File: config.mk
export PLATFORM = sky130hd
export DESIGN_NAME = prom_pulse_qual
export DESIGN_NICKNAME = d
export VERILOG_FILES = /design/src/rtl/prom_pulse_qual.sv
export SDC_FILE = /design/constraint.sdc
export NUM_CORES = 1
export LEC_CHECK = 0
export BUFFER_PORTS_ARGS = -buffer_cell sky130_fd_sc_hd__buf_2
export CORE_MARGIN = 3
export CORE_UTILIZATION = 52
export DETAILED_ROUTE_END_ITERATION = 10
export HOLD_SLACK_MARGIN = 0.08
export PLACE_DENSITY_LB_ADDON = 0.08
export SYNTH_ARGS = -nofsm -noshare
export SYNTH_HDL_FRONTEND = slang
export SYNTH_SLANG_ARGS = --single-unit
File: constraint.sdc
create_clock -name clk -period 1.88 [get_ports clk]
set_clock_uncertainty 0.2 [all_clocks]
set_input_delay 0.188 -clock clk [delete_from_list [all_inputs] [get_ports clk]]
set_output_delay 0.188 -clock clk [all_outputs]
set_load 0.01 [all_outputs]
File: src/rtl/prom_pulse_qual.sv
module prom_pulse_qual #(
   parameter int ADDR_W      = 8,
   parameter int MIN_PULSE   = 4,
   parameter int WEAK_BASE   = 'h40,
   parameter int WEAK_COUNT  = 2,
   parameter int WEAK_PULSES = 3
) (
   input  logic              clk,
   input  logic              rst_n,
   input  logic              prog_active,
   input  logic [ADDR_W-1:0] addr,
   output logic              wr_en
);

   localparam int CW = $clog2(MIN_PULSE + 1);
   localparam int TW = $clog2(WEAK_PULSES + 1);

   generate
      if (MIN_PULSE < 1) begin : g_bad_pulse
         $error("MIN_PULSE must be at least 1");
      end
      if (WEAK_PULSES < 1) begin : g_bad_weak
         $error("WEAK_PULSES must be at least 1");
      end
   endgenerate

   logic [CW-1:0] run_cnt;
   logic          qualify;

   assign qualify = prog_active && (run_cnt == CW'(MIN_PULSE - 1));

   always_ff @(posedge clk) begin
      if (!rst_n) begin
         run_cnt <= '0;
      end else if (!prog_active) begin
         run_cnt <= '0;
      end else if (run_cnt != CW'(MIN_PULSE)) begin
         run_cnt <= run_cnt + 1'b1;
      end
   end

   generate
      if (WEAK_COUNT == 0) begin : g_no_weak
         assign wr_en = qualify;
      end else begin : g_weak
         logic              is_weak;
         logic              tally_vld;
         logic [ADDR_W-1:0] tally_addr;
         logic [TW-1:0]     tally;
         logic              same_cell;
         logic              last_needed;

         assign is_weak = (int'(addr) >= WEAK_BASE) &&
                          (int'(addr) < WEAK_BASE + WEAK_COUNT);
         assign same_cell = tally_vld && (tally_addr == addr);
         assign last_needed = same_cell ? (int'(tally) + 1 >= WEAK_PULSES)
                                        : (WEAK_PULSES == 1);
         assign wr_en = qualify && (!is_weak || last_needed);

         always_ff @(posedge clk) begin
            if (!rst_n) begin
               tally_vld  <= 1'b0;
               tally_addr <= '0;
               tally      <= '0;
            end else if (qualify) begin
               if (!is_weak || last_needed) begin
                  tally_vld <= 1'b0;
                  tally     <= '0;
               end else begin
                  tally_vld  <= 1'b1;
                  tally_addr <= addr;
                  tally      <= same_cell ? tally + 1'b1 : TW'(1);
               end
            end
         end


         weak_tally_cap_chk: assert property (@(posedge clk) disable iff (!rst_n)
            tally_vld |-> (int'(tally) < WEAK_PULSES));
      end
   endgenerate


   one_commit_chk: assert property (@(posedge clk) disable iff (!rst_n)
      wr_en |=> !wr_en);


   commit_in_prog_chk: assert property (@(posedge clk) disable iff (!rst_n)
      wr_en |-> prog_active);

endmodule

After elaboration in Yosys (flattened, before gate mapping):

Index checks and enable logic that the tools add are counted.

* word-level logic and storage cells: 26
* bits in registers: 14
* input bits: 11
* output and inout port bits: 1

* order comparisons: 3
* mux-type cells: 4
* equal/unequal tests: 3
* add/subtract/negate cells: 3
* reductions and logical operators: 8
* bitwise operators: 1

Operators by type and width (number)
* $eq A8 B8 Y1: 1
* $ge A8 B7 Y1 const B: 1
* $lt A8 B7 Y1 const B: 1
* $logic_and A1 B1 Y1: 4
* $mux W2: 2
* $reduce_and A2 Y1: 2
* $add A2 B1 Y3 const B: 1
* $add A3 B1 Y3 const B: 1
* $eq A3 B2 Y1 const B: 1
* $ge A3 B2 Y1 const B: 1
* $ne A3 B3 Y1 const B: 1
* $add A2 B1 Y2 const B: 1
* $mux W1: 2
* $logic_not A1 Y1: 1
* $logic_or A1 B1 Y1: 1
* $not A1 Y1: 1

Logic depth before layout (Yosys ltp):

* depth after elaboration: 6
* gate-level depth with buffers: 6
* gate-level depth less buffers: 6

Worst setup path before layout:

Ideal clock, no wire load.

* kind: register to register
* start: register run_cnt[0]
* end: register g_weak.tally_vld
* setup time: 0.115 ns
* required time: 1.565 ns
* cell stages (with the launch flop): 7
* path slack: 0.208 ns
* buffers on the path: 0
* period minus slack after synthesis: 1.672 ns
* arrival: 1.357 ns
* cells stage by stage: dfxtp_1 > ha_1 > ha_1 > nand2_1 > and2b_2 > and2_4 > o21a_1

* longest elaborated chain between the ends: 2

Ends and longest elaborated chain
* start: declaration: line 27 `logic [CW-1:0] run_cnt;`
* start signal: assignment: line 38 `run_cnt <= run_cnt + 1'b1;`
* $eq A3 B2 Y1: line 30 `assign qualify = prog_active && (run_cnt == CW'(MIN_PULSE - 1));`
* $logic_and A1 B1 Y1: line 30
* end signal: assignment: line 62 `tally_vld <= 1'b0;`
* end signal: assignment: line 67 `tally_vld <= 1'b0;`
* end signal: assignment: line 70 `tally_vld <= 1'b1;`
* end: declaration: line 47 `logic tally_vld;`

Every way passes these cells.
A chain may end at the register's enable or synchronous reset.

Worst setup path in the final report:

* start: register g_weak.tally_addr[1]
* end: output wr_en

* longest elaborated chain between the ends: 5

Ends and longest elaborated chain
* start: declaration: line 48 `logic [ADDR_W-1:0] tally_addr;`
* start signal: assignment: line 71 `tally_addr <= addr;`
* $eq A8 B8 Y1: line 55 `assign same_cell = tally_vld && (tally_addr == addr);`
* $logic_and A1 B1 Y1: line 55
* $mux W1: line 56 `assign last_needed = same_cell ? (int'(tally) + 1 >= WEAK_PULSES)`
* $logic_or A1 B1 Y1: line 58 `assign wr_en = qualify && (!is_weak || last_needed);`
* $logic_and A1 B1 Y1: line 58
* end: declaration: line 12 `output logic wr_en`

Every way passes these cells.

==> results.toml <==
[timing]
rsz0062_at_grt = "yes"
fmax_ghz = 0.550
final_hold_viol_count = 0
setup_viol = 0
tightest_slew_ns = 0.260
maxSlewViolCount = 0
period_minus_slack_ns = 1.82
setup_slack_ns = 0.0617
period_share_pct = 96.7
relSlewSlack_pct = 82.6

[layout]
drive_gt1_share_pct = 35.1
diodes = 0
final_area_sq_um = 907
layout.cells.non_filler = 111
syn_to_final_growth_pct = 29.9
fillers = 84
fin_nets = 114
finish.utilization_pct = 76.5

[grt]
grt_pass1_wl_microns = 2460
grt_pass1_vias = 603
grt_use_total_pct = 17.9
antenna_found_initial = 0
globalRouteOverflowTotal = 0
grt_start_max_net_pins = 10

[placement]
hpwl_microns = 1070
dp.cells = 100
post-place-ws_ns = -0.00360
io_buffers = 11
place_area_sq_um = 774
gp_congestion = 0.732

[synth]
yosys-top-cells-count = "14 x dfxtp_1, 6 x nand2_1, 6 x xor2_1"
ys.flop_type = "dfxtp_1"
synth_top_area_cell = "dfxtp_1"
synth-edff-count = 0
ys_ff_latch = 14
yosysMostFrequentCell = "dfxtp_1"
synth.top_cell.area_share_pct = 40.1
synth_warnings = 0
netlist_area_sq_um = 698
synth_area_leaders = "dfxtp_1 40%, ha_1 9.0%, xor2_1 7.5%"
yosys.cell_types.count = 28
syn_nets = 91
async_flop_share_pct = 0
syn_inst = 75
synth-seq-area-share_pct = 40.1
syn_avg_cell_area_sq_um = 9.31

[pwr]
p_sw_uw = 122
leakagePower_nw = 0.405
seq_power_share_pct = 53.2
power_frac_clock_pct = 38.1
pwr-share-comb_pct = 8.7
report.power.total_uw = 564
p_int_uw = 442
power_density_nw_per_um2 = 622
ir_worst_vdd_uv = 473
switching_share_pct = 21.7

[detailed_routing]
drt_iter0_markers = 4
vias_per_cell = 5.23
dr.pass1.iters = 4
routed_wl_microns = 1390
ant_nets = 0
drc_errors = 0
vias = 581
wl_per_cell_microns = 12.5

[clocking]
cts_sinks = 14
cts-root-buf = "clkbuf_4"
cts.reportedPaths.clkPinSlew_ns = 0.09
clockBufferDepth = 2
clock_latency_ns = 0.28
cts_buffers = 3
tritoncts = "yes"
htree_num_levels = 1

[run]
drv_cap = 0

[die]
dieArea_sq_um = 1820
fp.coreArea_sq_um = 1190
initial_core_util_pct = 58.9
fp.dieH_microns = 42.6
ios = 12
die_w_microns = 42.6
core.rowCount = 12

[critical_path]
crit_type = "flop to output port"
critPathBufInv = 1
path_cells = "xor2_2 > nor4_2 > nand4_1 > a21oi_1 > buf_2"
end_kind = "output port"
cp_slowest_cell = "dfxtp_2"
path_delay_family = "simple AND/OR/NAND/NOR gates"
required_ns = 1.49
path_max_fanout = 2
worstPathArrival_ns = 1.43
critPathLaunchType = "flop"
slowest_delay_ns = 0.34

[outcome]
status = "complete, no violations"

[hold_path]
hold_path_class = "input pin to flop"
registers in the layout, summed over array words and instances (netlist names):
| signal | count |
|---|---|
| g_weak.tally | 2 |
| g_weak.tally_addr | 8 |
| g_weak.tally_vld | 1 |
| run_cnt | 3 |
power by group through the flow:
stage	Combinational, mW	Clock (mW)	Sequential, mW
floorplan	0.0201	0	0.307
global placement	0.0373	0	0.307
detailed placement	0.0390	0	0.307
CTS	0.0470	0.221	0.300
global route	0.0550	0.229	0.300
finish	0.0491	0.215	0.300
layer usage:
metal | vias up | wire length (microns) | global-route usage [%]
li1 | 300 | - | -
met1 | 272 | 584 | 19.3
met2 | 7 | 747 | 32.0
met3 | 2 | 49 | 6.87
met4 | 0 | 9 | 4.35
met5 | - | 0 | 0
kinds of logic (layout without fill, tap and decap cells):
logic type      Yosys count  count (layout)  share of synthesized area (%)
compound gates           10              10                           9.68
xor+xnor                  8               8                           10.0
fa+ha+maj                 5               5                           8.96
buf+inv                   5              27                           2.69
flops                    14              14                           40.1
simple gates             33              33                           28.5
cells in the final DEF, fill, tap and decap left out, types with 2 or more instances in the layout:
cell type / Yosys / routed
nor2b_1: 2 / 2
xor2_1: 6 / 5
ha_1: 5 / 5
dlygate4sd3_1: 0 / 4
dfxtp_1: 14 / 10
nand3_1: 2 / 2
nor2_1: 4 / 4
o21ai_0: 2 / 2
and2_2: 3 / 3
nor4_2: 1 / 2
buf_2: 0 / 11
and2_1: 4 / 4
clkbuf_4: 0 / 3
dfxtp_2: 0 / 4
o21a_1: 3 / 3
a21oi_1: 3 / 3
nand4_1: 2 / 2
inv_1: 4 / 4
buf_4: 0 / 4
xnor2_1: 2 / 2
nand2_1: 6 / 6
worst reg2reg max path, delay by kind of cell (launching register included):
family / cells / cell delay, ns
AND/OR/NAND/NOR: 3 / 0.51
XOR/XNOR: 1 / 0.15
buffers and inverters: 2 / 0.29
flip-flops: 1 / 0.34
AO/OA/AOI/OAI: 1 / 0.18
through the flow:
stage	hold slack (ns)	TNS, ns
floorplan	0.131	0
global placement	0.265	0
detailed placement	0.276	-0.00360
CTS	0.247	0
global route	0.300	-0.0659
finish	0.264	0
timing repair:
item / 4_1_cts / 5_1_grt
endpoints found under the setup margin: 1 / 9
buffers inserted: 3 / 0
cloned: 0 / 0
hold endpoints to repair: 8 / 0
gates resized for setup: 5 / 4
hold buffers: 4 / 0
pin swaps: 3 / 1
final cells by class:
type	instances	area (sq um)	area share, %
well taps	14	17.5	1.93
flip-flops and latches	14	285	31.4
repair buffers	19	125	13.8
clock buffers	4	36.3	4.00
multi-input cells	56	428	47.2
inverters	4	15.0	1.66
final timing paths:
path | slack, ns | startpoint | to | cells after the start
worst max-delay path | 0.06 | g_weak.tally_addr[1] | wr_en | 5
worst min-delay path | 0.26 | addr[7] | g_weak.tally[0] | 5
worst min register to register | 0.28 | g_weak.tally_addr[0] | g_weak.tally_addr[0] | 2
worst max register to register | 0.10 | g_weak.tally_addr[1] | g_weak.tally_vld | 7
Note: power is estimated with default switching activity, not from simulation.
